===== config.mk =====
export PLATFORM = sky130hd
export DESIGN_NAME = bus_cmd_decoder
export DESIGN_NICKNAME = d
export VERILOG_FILES = /design/src/rtl/bsc_pkg.sv /design/src/rtl/bsc_stat_decode.sv /design/src/rtl/bsc_seq.sv /design/src/rtl/bsc_cmd_out.sv /design/src/rtl/bus_cmd_decoder.sv
export SDC_FILE = /design/constraint.sdc
export NUM_CORES = 1
export LEC_CHECK = 0
export BUFFER_PORTS_ARGS = -buffer_cell sky130_fd_sc_hd__buf_2
export CORE_AREA = 2 2 39 41
export DETAILED_ROUTE_END_ITERATION = 8
export DIE_AREA = 0 0 41 43
export PLACE_DENSITY = 0.59
export SLEW_MARGIN = 40
export SYNTH_ARGS = -nofsm -noshare
export SYNTH_HDL_FRONTEND = slang
export SYNTH_SLANG_ARGS = --single-unit

===== constraint.sdc =====
create_clock -name clk -period 3.1 [get_ports clk]
set_input_delay 0.155 -clock clk [delete_from_list [all_inputs] [get_ports clk]]
set_output_delay 0.155 -clock clk [all_outputs]
set_load 0.01 [all_outputs]

===== src/rtl/bsc_pkg.sv =====
package bsc_pkg;
  localparam int STAT_W = 3;
  localparam int N_CMD  = 5;

  typedef enum logic [STAT_W-1:0] {
    CYC_INTA = 3'b000,
    CYC_IORD = 3'b001,
    CYC_IOWR = 3'b010,
    CYC_HALT = 3'b011,
    CYC_CODE = 3'b100,
    CYC_MRD  = 3'b101,
    CYC_MWR  = 3'b110,
    CYC_IDLE = 3'b111
  } cyc_e;

  typedef enum logic [1:0] {
    PH_IDLE = 2'd0,
    PH_T1   = 2'd1,
    PH_CMD  = 2'd2
  } phase_e;

  // strobe vector bit positions
  localparam int SB_MRD  = 0;
  localparam int SB_MWR  = 1;
  localparam int SB_IORD = 2;
  localparam int SB_IOWR = 3;
  localparam int SB_INTA = 4;
endpackage


===== src/rtl/bsc_stat_decode.sv =====
module bsc_stat_decode
  import bsc_pkg::*;
(
  input  cyc_e             cyc,
  output logic [N_CMD-1:0] strobe_sel,
  output logic             rd_dir
);
  always_comb begin
    strobe_sel = '0;
    rd_dir     = 1'b0;
    unique case (cyc)
      CYC_INTA: begin strobe_sel[SB_INTA] = 1'b1; rd_dir = 1'b1; end
      CYC_IORD: begin strobe_sel[SB_IORD] = 1'b1; rd_dir = 1'b1; end
      CYC_IOWR: strobe_sel[SB_IOWR] = 1'b1;
      CYC_CODE: begin strobe_sel[SB_MRD] = 1'b1; rd_dir = 1'b1; end
      CYC_MRD:  begin strobe_sel[SB_MRD] = 1'b1; rd_dir = 1'b1; end
      CYC_MWR:  strobe_sel[SB_MWR] = 1'b1;
      default:  ; // halt and idle: no strobe
    endcase
  end
endmodule


===== src/rtl/bsc_seq.sv =====
module bsc_seq
  import bsc_pkg::*;
(
  input  logic              clk,
  input  logic              rst_n,
  input  logic [STAT_W-1:0] stat,
  input  logic              ready,
  output phase_e            phase,
  output cyc_e              cyc_q
);
  logic [STAT_W-1:0] stat_q;
  phase_e            phase_d;
  logic              start;
  logic              done;

  assign start = (phase == PH_IDLE) && (stat_q == CYC_IDLE) && (stat != CYC_IDLE);
  assign done  = (stat == CYC_IDLE) && ready;

  always_comb begin
    phase_d = phase;
    unique case (phase)
      PH_IDLE: if (start) phase_d = PH_T1;
      PH_T1:   phase_d = PH_CMD;
      PH_CMD:  if (done) phase_d = PH_IDLE;
      default: phase_d = PH_IDLE;
    endcase
  end

  always_ff @(posedge clk or negedge rst_n) begin
    if (!rst_n) begin
      stat_q <= CYC_IDLE;
      phase  <= PH_IDLE;
      cyc_q  <= CYC_IDLE;
    end else begin
      stat_q <= stat;
      phase  <= phase_d;
      if (start) cyc_q <= cyc_e'(stat);
    end
  end

  // a detected start always leads to the T1 phase
  a_r2_start_to_t1: assert property (@(posedge clk) disable iff (!rst_n)
    start |=> (phase == PH_T1));
  // the captured type does not move while a cycle is in progress
  a_r6_type_frozen: assert property (@(posedge clk) disable iff (!rst_n)
    (phase == PH_CMD) |=> $stable(cyc_q));
endmodule


===== src/rtl/bsc_cmd_out.sv =====
module bsc_cmd_out
  import bsc_pkg::*;
(
  input  logic             clk,
  input  logic             rst_n,
  input  phase_e           phase,
  input  logic [N_CMD-1:0] strobe_sel,
  input  logic             rd_dir,
  output logic [N_CMD-1:0] strobe,
  output logic             ale,
  output logic             data_en,
  output logic             dir_rx
);
  logic in_cmd;
  assign in_cmd = (phase == PH_CMD);

  for (genvar g = 0; g < N_CMD; g++) begin : g_strobe
    assign strobe[g] = in_cmd & strobe_sel[g];
  end

  assign ale     = (phase == PH_T1);
  assign data_en = in_cmd & (|strobe_sel);
  assign dir_rx  = (phase != PH_IDLE) & rd_dir;

  // strobes are mutually exclusive
  a_r8_one_strobe: assert property (@(posedge clk) disable iff (!rst_n)
    $onehot0(strobe));
  // address-latch pulse lasts one clock
  a_r2_ale_single: assert property (@(posedge clk) disable iff (!rst_n)
    ale |=> !ale);
endmodule


===== src/rtl/bus_cmd_decoder.sv =====
module bus_cmd_decoder
  import bsc_pkg::*;
(
  input  logic              clk,
  input  logic              rst_n,
  input  logic [STAT_W-1:0] bus_stat,
  input  logic              ready,
  output logic              ale,
  output logic              mem_rd,
  output logic              mem_wr,
  output logic              io_rd,
  output logic              io_wr,
  output logic              int_ack,
  output logic              data_en,
  output logic              dir_rx
);
  phase_e           phase;
  cyc_e             cyc_q;
  logic [N_CMD-1:0] strobe_sel;
  logic [N_CMD-1:0] strobe;
  logic             rd_dir;

  bsc_seq i_seq (
    .clk   (clk),
    .rst_n (rst_n),
    .stat  (bus_stat),
    .ready (ready),
    .phase (phase),
    .cyc_q (cyc_q)
  );

  bsc_stat_decode i_dec (
    .cyc        (cyc_q),
    .strobe_sel (strobe_sel),
    .rd_dir     (rd_dir)
  );

  bsc_cmd_out i_out (
    .clk        (clk),
    .rst_n      (rst_n),
    .phase      (phase),
    .strobe_sel (strobe_sel),
    .rd_dir     (rd_dir),
    .strobe     (strobe),
    .ale        (ale),
    .data_en    (data_en),
    .dir_rx     (dir_rx)
  );

  assign mem_rd  = strobe[SB_MRD];
  assign mem_wr  = strobe[SB_MWR];
  assign io_rd   = strobe[SB_IORD];
  assign io_wr   = strobe[SB_IOWR];
  assign int_ack = strobe[SB_INTA];

  // a strobe holds until idle status and ready coincide
  a_r5_hold_strobe: assert property (@(posedge clk) disable iff (!rst_n)
    ((|strobe) && !((bus_stat == CYC_IDLE) && ready)) |=> $stable(strobe));
  // a strobe only rises right after the address-latch pulse
  a_r3_strobe_after_ale: assert property (@(posedge clk) disable iff (!rst_n)
    $rose(|strobe) |-> $past(ale));
  // buffer enable tracks strobe activity
  a_r7_den_with_strobe: assert property (@(posedge clk) disable iff (!rst_n)
    data_en == (|strobe));
endmodule


==> flow_metrics.env, run 1 <==
export IMPL_drt_met1_wl_um=350
export IMPL_ant_nets=0
export IMPL_hold_start="bus_stat[1]"
export IMPL_fin_crit_sh=0.496
export IMPL_grt_max_degree=9
export IMPL_diodes=0
export IMPL_cp_max_fo=7
export IMPL_critPathTopFamily="simple AND/OR/NAND/NOR gates"
export IMPL_finalSetupViolCount=0
export IMPL_synth_cell_area_um2=378
export IMPL_antenna_found_initial=0
export IMPL_placementRows=14
export IMPL_drc=0
export IMPL_rr_worst_depth=3
export IMPL_overflow=0
export IMPL_path_buf_inv=1
export IMPL_gr_usage_all_layers=0.111
export IMPL_ys_ff_latch=8
export IMPL_outcome="completed"
export IMPL_reg2reg_slack_ns=1.97
export IMPL_area_delta_synth_final_pct=32.1
export IMPL_finalPower_mw=0.396
export IMPL_period_needed_ns=1.54
export IMPL_synth_ff_type="dfstp_2"
export IMPL_max_freq_mhz=650
export IMPL_wl_per_cell_um=11.9
export IMPL_finalHoldViolCount=0
export IMPL_netlist_top_cells_area="dfstp_2 (42%), dfrtp_1 (13%), a21oi_1 (5.3%)"
export IMPL_seq_area_frac_synth=0.550
export IMPL_cts_sinks=8
export IMPL_first_pass_iters=4
export IMPL_timing_rr_end="i_seq.phase[0]$_DFFE_PN0P_"
export IMPL_drt_iter0_drc=6
export IMPL_rr_startpoint="i_seq.stat_q[1]$_DFF_PN1_"
export IMPL_clock_latency_ns=0.25
export IMPL_final_core_util=0.361
export IMPL_die_area_um2=1760
export IMPL_p_per_area_nw_per_um2=793
export IMPL_htree_levels=1
export IMPL_critPathArrivalTime_ns=1.38
export IMPL_top_layer="met3"
export IMPL_drive_gt1_frac=0.472
export IMPL_hpwl_um=587
export IMPL_leakage_nw=0.237
export IMPL_clk_pin_slew_ns=0.06
export IMPL_irDropWorstVdd_mv=0.246
export IMPL_crit_required_ns=2.94
export IMPL_cts_tree="yes"
export IMPL_synth_edf_count=0
export IMPL_dp_slack_ns=1.83
export IMPL_yosysMostFrequentCell="dfstp_2"
export IMPL_wl_met3_um=64
export IMPL_cts_setup_buffers=0
export IMPL_postSynthCellCount=35
export IMPL_io_buffers=13
export IMPL_grt_pass1_vias=291
export IMPL_cts_buffer_depth=2
export IMPL_syn_num_nets=41
export IMPL_dr_wl_met2_um=405
export IMPL_yosysTopAreaCell="dfstp_2"
export IMPL_root_buffer="clkbuf_4"
export IMPL_worst_pin_slew_ns=0.267
export IMPL_ios=14
export IMPL_fp_dieW_um=41
export IMPL_tns_ns=0
export IMPL_path_cells="nand2b_1 -> nor4b_1 -> buf_2"
export IMPL_rsz0062_at_grt="no"
export IMPL_die_y_um=43
export IMPL_slowest_delay_ns=0.40
export IMPL_cts_resized=0
export IMPL_fin_ws_ns=1.56
export IMPL_min_to="i_seq.stat_q[1]$_DFF_PN1_"
export IMPL_synthArstFlopShare=1.00
export IMPL_avgViaCountPerCell=4.81
export IMPL_yosysTopAreaCellShare=0.417
export IMPL_cp_slowest_cell="dfrtp_1"
export IMPL_via_count=332
export IMPL_crit_path_end_kind="output pin"
export IMPL_finalMaxSlewViolations=0
export IMPL_fin_worst_skew_ns=0.00380
export IMPL_crit_type="register to output pin"
export IMPL_layout_nets=60
export IMPL_wirelength_um=820
export IMPL_initial_core_util=0.273
export IMPL_ys_types=18
export IMPL_coreArea_um2=1380
export IMPL_cts_buffers=3
export IMPL_grt_pass1_wl_um=1210
export IMPL_startpoint_type="register"
export IMPL_ys_warn_count=0
export IMPL_max_cap_viol_count=0
export IMPL_whs_path_depth=1
export IMPL_yosys_top_cells_count="dfstp_2 (6), a21oi_1 (4), a31oi_1 (3), inv_1 (3), nand2_1 (3)"
export IMPL_hp_class="primary input to register"
export IMPL_slew_limit_headroom=0.819
export IMPL_place_congestion=0.712
export IMPL_ctsHoldBuffers=1
export IMPL_synth_avg_cell_area_um2=10.8
export IMPL_fill_cells=133
-- layer usage --
layer | vias up | track usage
li1 | 164 | -
met1 | 154 | 0.119
met2 | 14 | 0.156
met3 | 0 | 0.0314
met4 | 0 | 0.120
met5 | - | 0
-- power breakdown --
| part | switching, mW | leakage (nW) | internal (mW) |
|---|---|---|---|
| sequential | 0.0384 | 0.0895 | 0.151 |
| combinational | 0.0593 | 0.133 | 0.0628 |
| clock | 0.0356 | 0.0150 | 0.0492 |
-- stage by stage --
step                      hold WS (ns)  cell area, um^2  instances
after floorplan                 -0.141              378         35
after global placement       -0.000660              463         64
after detailed placement       0.00169              463         64
after CTS                       0.0264              499         69
after global routing            0.0200              499         69
final                           0.0412              499         69
-- layout make-up --
cell class / count / area (um^2) / area share
Clock buffer: 4 / 26.3 / 0.0526
Inverter: 3 / 11.3 / 0.0226
Multi-Input combinational cell: 24 / 159 / 0.318
Sequential cell: 8 / 208 / 0.416
Tap cell: 16 / 20.0 / 0.0401
Timing Repair Buffer: 14 / 75.1 / 0.150
-- cell families (layout without fill, tap and decap cells) --
| family | after synthesis | after routing | synth area share |
|---|---|---|---|
| flops | 8 | 8 | 0.550 |
| buf+inv | 3 | 21 | 0.0298 |
| simple gates | 15 | 15 | 0.275 |
| compound gates | 9 | 9 | 0.146 |
-- worst max-delay path by stage --
stage | start | end | slack (ns) | cells past startpoint
6_report | i_seq.phase[0]$_DFFE_PN0P_ | io_wr | 1.56 | 3
5_1_grt | i_seq.phase[0]$_DFFE_PN0P_ | mem_wr | 1.43 | 3
4_1_cts | i_seq.phase[0]$_DFFE_PN0P_ | mem_wr | 1.53 | 3
3_5_place_dp | i_seq.phase[0]$_DFFE_PN0P_ | mem_wr | 1.83 | 3
3_3_place_gp | i_seq.phase[0]$_DFFE_PN0P_ | mem_wr | 1.86 | 3
2_1_floorplan | i_seq.phase[0]$_DFFE_PN0P_ | io_rd | 1.86 | 2
-- sequential cells by signal, indices dropped and copies added, names as in the netlist --
register and count:
i_seq.stat_q 3, i_seq.cyc_q 3, i_seq.phase 2
-- cells in the final DEF (no fill, tap or decap) --
cell type / count
dfrtp_1: 2
inv_1: 3
nand2b_1: 1
nand2_1: 3
nor4bb_1: 1
clkbuf_4: 3
nor2_1: 2
buf_2: 13
and2_4: 1
or2_2: 1
a31oi_1: 3
nor2b_1: 1
and4bb_4: 1
a21oi_1: 4
nor3b_1: 1
nor4b_1: 2
o21a_1: 1
a41oi_1: 1
nor4_1: 1
clkbuf_1: 1
dlygate4sd3_1: 1
dfstp_2: 6
Note: power is estimated with default switching activity, not from simulation.
==> run 2: changes to the inputs <==
==> constraint.sdc (replaced) <==
create_clock -name clk -period 1.6 [get_ports clk]
set_input_delay 0.08 -clock clk [delete_from_list [all_inputs] [get_ports clk]]
set_output_delay 0.08 -clock clk [all_outputs]
set_load 0.01 [all_outputs]
==> flow_metrics.env, run 2 (synthesized netlist as in run 1, its figures left out) <==
export IMPL_startpoint_type="register"
export IMPL_ios=14
export IMPL_p_per_area_nw_per_um2=1460
export IMPL_gr_usage_all_layers=0.113
export IMPL_first_pass_iters=4
export IMPL_initial_core_util=0.273
export IMPL_max_cap_viol_count=0
export IMPL_comb_power_share=0.313
export IMPL_clk_pin_slew_ns=0.06
export IMPL_cts_buffers=3
export IMPL_irDropWorstVdd_mv=0.479
export IMPL_fp_dieW_um=41
export IMPL_io_buffers=13
export IMPL_hpwl_um=587
export IMPL_wirelength_um=824
export IMPL_cts_setup_buffers=0
export IMPL_fin_crit_sh=0.915
export IMPL_max_freq_mhz=683
export IMPL_critPathTopFamily="simple AND/OR/NAND/NOR gates"
export IMPL_grt_max_degree=9
export IMPL_place_area_um2=463
export IMPL_coreArea_um2=1380
export IMPL_ant_nets=0
export IMPL_path_cells="nand2b_1 -> nor4b_1 -> buf_2"
export IMPL_leakage_nw=0.250
export IMPL_placementRows=14
export IMPL_final_common_cell="buf_2"
export IMPL_top_regs="i_seq.cyc_q: 3 flops, i_seq.stat_q: 3 flops, i_seq.phase: 2 flops"
export IMPL_place_congestion=0.711
export IMPL_crit_path_end_kind="output pin"
export IMPL_diodes=0
export IMPL_root_buffer="clkbuf_4"
export IMPL_clkPwrFrac=0.213
export IMPL_cts_buffer_depth=2
export IMPL_worst_pin_slew_ns=0.267
export IMPL_finalSetupViolCount=0
export IMPL_die_y_um=43
export IMPL_critPathArrivalTime_ns=1.38
export IMPL_crit_required_ns=1.52
export IMPL_finalMaxSlewViolations=0
export IMPL_hp_class="primary input to asynchronous set/reset pin"
export IMPL_grt_pass1_wl_um=1240
export IMPL_crit_type="register to output pin"
export IMPL_fill_cells=132
export IMPL_cts_sinks=8
export IMPL_layout_nets=63
export IMPL_drive_gt1_frac=0.446
export IMPL_layout_common_cells="buf_2 (13), dfstp_2 (6), a21oi_1 (4), dlygate4sd3_1 (4)"
export IMPL_fin_worst_skew_ns=0.00378
export IMPL_slew_limit_headroom=0.819
export IMPL_drc=0
export IMPL_power_internal_mw=0.514
export IMPL_p_switching_mw=0.259
export IMPL_cp_slowest_cell="dfrtp_1"
export IMPL_hold_ws_ns=0.201
export IMPL_finalHoldViolCount=0
export IMPL_antenna_found_initial=0
export IMPL_post_route_cell_area_um2=529
export IMPL_rsz0062_at_grt="no"
export IMPL_seqPwrFrac=0.474
export IMPL_avgViaCountPerCell=4.78
export IMPL_tns_ns=0
export IMPL_cts_tree="yes"
export IMPL_die_area_um2=1760
export IMPL_drt_iter0_drc=6
export IMPL_cp_max_fo=7
export IMPL_overflow=0
export IMPL_switching_share=0.335
export IMPL_slowest_delay_ns=0.40
export IMPL_clock_latency_ns=0.25
export IMPL_wl_per_cell_um=11.4
export IMPL_outcome="completed"
export IMPL_period_needed_ns=1.46
export IMPL_path_buf_inv=1
export IMPL_htree_levels=1
export IMPL_grt_pass1_vias=303
export IMPL_area_delta_synth_final_pct=40.1
export IMPL_via_count=344
==> run 2: cell count changes in the layout (fill, tap and decap cells not counted), sizes merged <==
cell | before | now
dlygate4sd3 | 1 | 4
==> run 2: through the flow <==
step                utilization  total power [mW]  setup WS [ns]  cells
floorplan                     -             0.515          0.439     35
global route              0.382             0.842       0.000612     72
detailed placement        0.335             0.606          0.406     64
finish                    0.382             0.773          0.136     72
CTS                       0.382             0.788          0.110     72
global placement          0.335             0.608          0.433     64
==> run 2: final timing paths <==
check | endpoint | cells after the start | slack, ns | start
worst max-delay path | io_wr | 3 | 0.14 | i_seq.phase[0]$_DFFE_PN0P_
worst min-delay path | i_seq.phase[1]$_DFFE_PN0P_ | 2 | 0.20 | rst_n
worst max register to register | i_seq.phase[0]$_DFFE_PN0P_ | 3 | 0.47 | i_seq.stat_q[1]$_DFF_PN1_
worst min register to register | i_seq.cyc_q[1]$_DFFE_PN1P_ | 2 | 0.55 | i_seq.stat_q[2]$_DFF_PN1_
max in group asynchronous | i_seq.stat_q[2]$_DFF_PN1_ | 2 | 1.16 | rst_n
min in group clk | i_seq.phase[1]$_DFFE_PN0P_ | 3 | 0.20 | ready
==> run 2: layout make-up <==
class | instances | area (um^2) | area share
timing repair buffer | 17 | 105 | 0.199
multi-input combinational | 24 | 159 | 0.300
sequential | 8 | 208 | 0.392
clock buffer | 4 | 26.3 | 0.0496
tap | 16 | 20.0 | 0.0378
inverter | 3 | 11.3 | 0.0213
==> run 2: per-layer routing <==
layer / vias up / global-route usage / wire (um)
met5: - / 0 / 0
met3: 0 / 0.0314 / 54
met1: 160 / 0.119 / 354
li1: 170 / - / -
met2: 14 / 0.163 / 414
met4: 0 / 0.120 / 0
==> run 2: repair_timing <==
item | CTS | global route
hold buffers | 4 | 0
resized for setup | 0 | 0
endpoints found under the hold margin | 11 | 0
==> run 2: power by group through the flow <==
| stage | Combinational, mW | Clock [mW] | Sequential, mW |
|---|---|---|---|
| 6_report | 0.242 | 0.164 | 0.367 |
| 4_1_cts | 0.245 | 0.176 | 0.367 |
| 5_1_grt | 0.273 | 0.190 | 0.379 |
| 3_3_place_gp | 0.237 | 0 | 0.371 |
| 2_1_floorplan | 0.165 | 0 | 0.350 |
| 3_5_place_dp | 0.236 | 0 | 0.370 |
==> run 3: changes to the inputs <==
--- a/config.mk
+++ b/config.mk
@@ -6,10 +6,12 @@
 export NUM_CORES = 1
 export LEC_CHECK = 0
 export BUFFER_PORTS_ARGS = -buffer_cell sky130_fd_sc_hd__buf_2
+export CELL_PAD_IN_SITES_DETAIL_PLACEMENT = 0
+export CELL_PAD_IN_SITES_GLOBAL_PLACEMENT = 1
 export CORE_AREA = 2 2 39 41
 export DETAILED_ROUTE_END_ITERATION = 8
 export DIE_AREA = 0 0 41 43
-export PLACE_DENSITY = 0.59
+export PLACE_DENSITY = 0.72
 export SLEW_MARGIN = 40
 export SYNTH_ARGS = -nofsm -noshare
 export SYNTH_HDL_FRONTEND = slang
==> flow_metrics.env, run 3 (synthesized netlist as in run 1, its figures left out) <==
export IMPL_outcome="completed"
export IMPL_cts_buffer_depth=2
export IMPL_crit_required_ns=1.52
export IMPL_max_cap_viol_count=0
export IMPL_ios=14
export IMPL_top_regs="i_seq.cyc_q: 3 flops, i_seq.stat_q: 3 flops, i_seq.phase: 2 flops"
export IMPL_grtUsageMet1=0.154
export IMPL_die_y_um=43
export IMPL_finalPower_mw=0.763
export IMPL_fin_worst_skew_ns=0.00113
export IMPL_period_needed_ns=1.43
export IMPL_gr_usage_all_layers=0.127
export IMPL_fill_cells=144
export IMPL_reg2reg_slack_ns=0.48
export IMPL_rr_startpoint="i_seq.stat_q[1]$_DFF_PN1_"
export IMPL_p_per_area_nw_per_um2=1450
export IMPL_placementRows=14
export IMPL_clkPwrFrac=0.190
export IMPL_antenna_found_initial=0
export IMPL_startpoint_type="register"
export IMPL_grt_max_degree=9
export IMPL_fin_ws_ns=0.174
export IMPL_clock_latency_ns=0.24
export IMPL_crit_path_end_kind="output pin"
export IMPL_power_internal_mw=0.504
export IMPL_seqPwrFrac=0.487
export IMPL_drc=0
export IMPL_rsz0062_at_grt="no"
export IMPL_drt_iter0_drc=7
export IMPL_initial_core_util=0.273
export IMPL_layout_common_cells="buf_2 (13), dfstp_2 (6), a21oi_1 (4), dlygate4sd3_1 (4)"
export IMPL_place_congestion=0.749
export IMPL_layout_nets=63
export IMPL_critPathArrivalTime_ns=1.35
export IMPL_finalMaxSlewViolations=0
export IMPL_first_pass_iters=4
export IMPL_wl_per_cell_um=12.3
export IMPL_grt_busiest_layer="met2"
export IMPL_fin_crit_sh=0.891
export IMPL_finalSetupViolCount=0
export IMPL_met2_usage=0.169
export IMPL_tns_ns=0
export IMPL_ant_nets=0
export IMPL_grt_pass1_vias=308
export IMPL_slew_limit_headroom=0.828
export IMPL_switching_share=0.339
export IMPL_cts_tree="yes"
export IMPL_path_cells="nand2b_1 -> nor4b_1 -> buf_2"
export IMPL_crit_type="register to output pin"
export IMPL_die_area_um2=1760
export IMPL_rr_worst_depth=3
export IMPL_io_buffers=13
export IMPL_hold_ws_ns=0.222
export IMPL_cp_max_fo=7
export IMPL_avgViaCountPerCell=4.80
export IMPL_grt_pass1_wl_um=1460
export IMPL_via_count=341
export IMPL_timing_rr_end="i_seq.phase[0]$_DFFE_PN0P_"
export IMPL_root_buffer="clkbuf_4"
export IMPL_htree_levels=1
export IMPL_comb_power_share=0.323
export IMPL_hpwl_um=615
export IMPL_dp_slack_ns=0.436
export IMPL_finalHoldViolCount=0
export IMPL_hp_class="primary input to asynchronous set/reset pin"
export IMPL_area_delta_synth_final_pct=39.1
export IMPL_cp_slowest_cell="dfrtp_1"
export IMPL_fp_dieW_um=41
export IMPL_cts_resized=0
export IMPL_leakage_nw=0.248
export IMPL_diodes=0
export IMPL_overflow=0
export IMPL_p_switching_mw=0.259
export IMPL_coreArea_um2=1380
export IMPL_drive_gt1_frac=0.455
export IMPL_final_common_cell="buf_2"
export IMPL_worst_pin_slew_ns=0.254
export IMPL_irDropWorstVdd_mv=0.562
export IMPL_cts_sinks=8
export IMPL_slowest_delay_ns=0.38
export IMPL_use_met3=0.0262
export IMPL_max_freq_mhz=701
export IMPL_wirelength_um=875
export IMPL_cts_buffers=3
export IMPL_clk_pin_slew_ns=0.05
## run 3: worst max-delay path: cells and delay by family (launching register included)
| family | cells | cell delay (ns) |
|---|---|---|
| and+or+nand+nor | 2 | 0.54 |
| DFF | 1 | 0.38 |
| buffers and inverters | 1 | 0.18 |
## run 3: power by group through the flow
stage	combinational, mW	sequential (mW)	clock (mW)
6_report	0.246	0.372	0.145
5_1_grt	0.282	0.384	0.163
4_1_cts	0.251	0.371	0.150
3_5_place_dp	0.242	0.375	0
3_3_place_gp	0.237	0.374	0
2_1_floorplan	0.165	0.350	0
## run 3: through the flow
step,utilization,area (um^2),cells
floorplan,-,378,35
global placement,0.335,463,64
detailed placement,0.335,463,64
CTS,0.380,526,71
global route,0.380,526,71
finish,0.380,526,71
## run 3: how the worst max path moves through the flow
stage / start / end / cells after the start / slack (ns)
2_1_floorplan: i_seq.phase[0]$_DFFE_PN0P_ / io_rd / 2 / 0.44
3_3_place_gp: i_seq.phase[0]$_DFFE_PN0P_ / mem_wr / 3 / 0.44
3_5_place_dp: i_seq.phase[0]$_DFFE_PN0P_ / mem_wr / 3 / 0.44
4_1_cts: i_seq.phase[0]$_DFFE_PN0P_ / mem_wr / 3 / 0.16
5_1_grt: i_seq.phase[0]$_DFFE_PN0P_ / io_rd / 3 / 0.1
6_report: i_seq.phase[0]$_DFFE_PN0P_ / io_rd / 3 / 0.17
## run 3: per-layer routing
layer  vias to the layer above  wire length (um)  share of wire
met2                        13               413           0.47
met4                         0                45          0.051
met1                       153               363           0.41
li1                        171                 -              -
met5                         -                 0              0
met3                         4                53          0.061
## run 3: final cells by class
type | instances | area, um^2 | share of cell area
multi-input combinational | 24 | 159 | 0.302
sequential | 8 | 208 | 0.395
tap | 16 | 20.0 | 0.0381
timing repair buffer | 17 | 105 | 0.200
inverter | 3 | 11.3 | 0.0214
clock buffer | 3 | 22.5 | 0.0429
## run 3: timing repair
| action | CTS | global route |
|---|---|---|
| setup buffers | 0 | 0 |
| hold endpoints to repair | 11 | 0 |
| hold buffers | 4 | 0 |
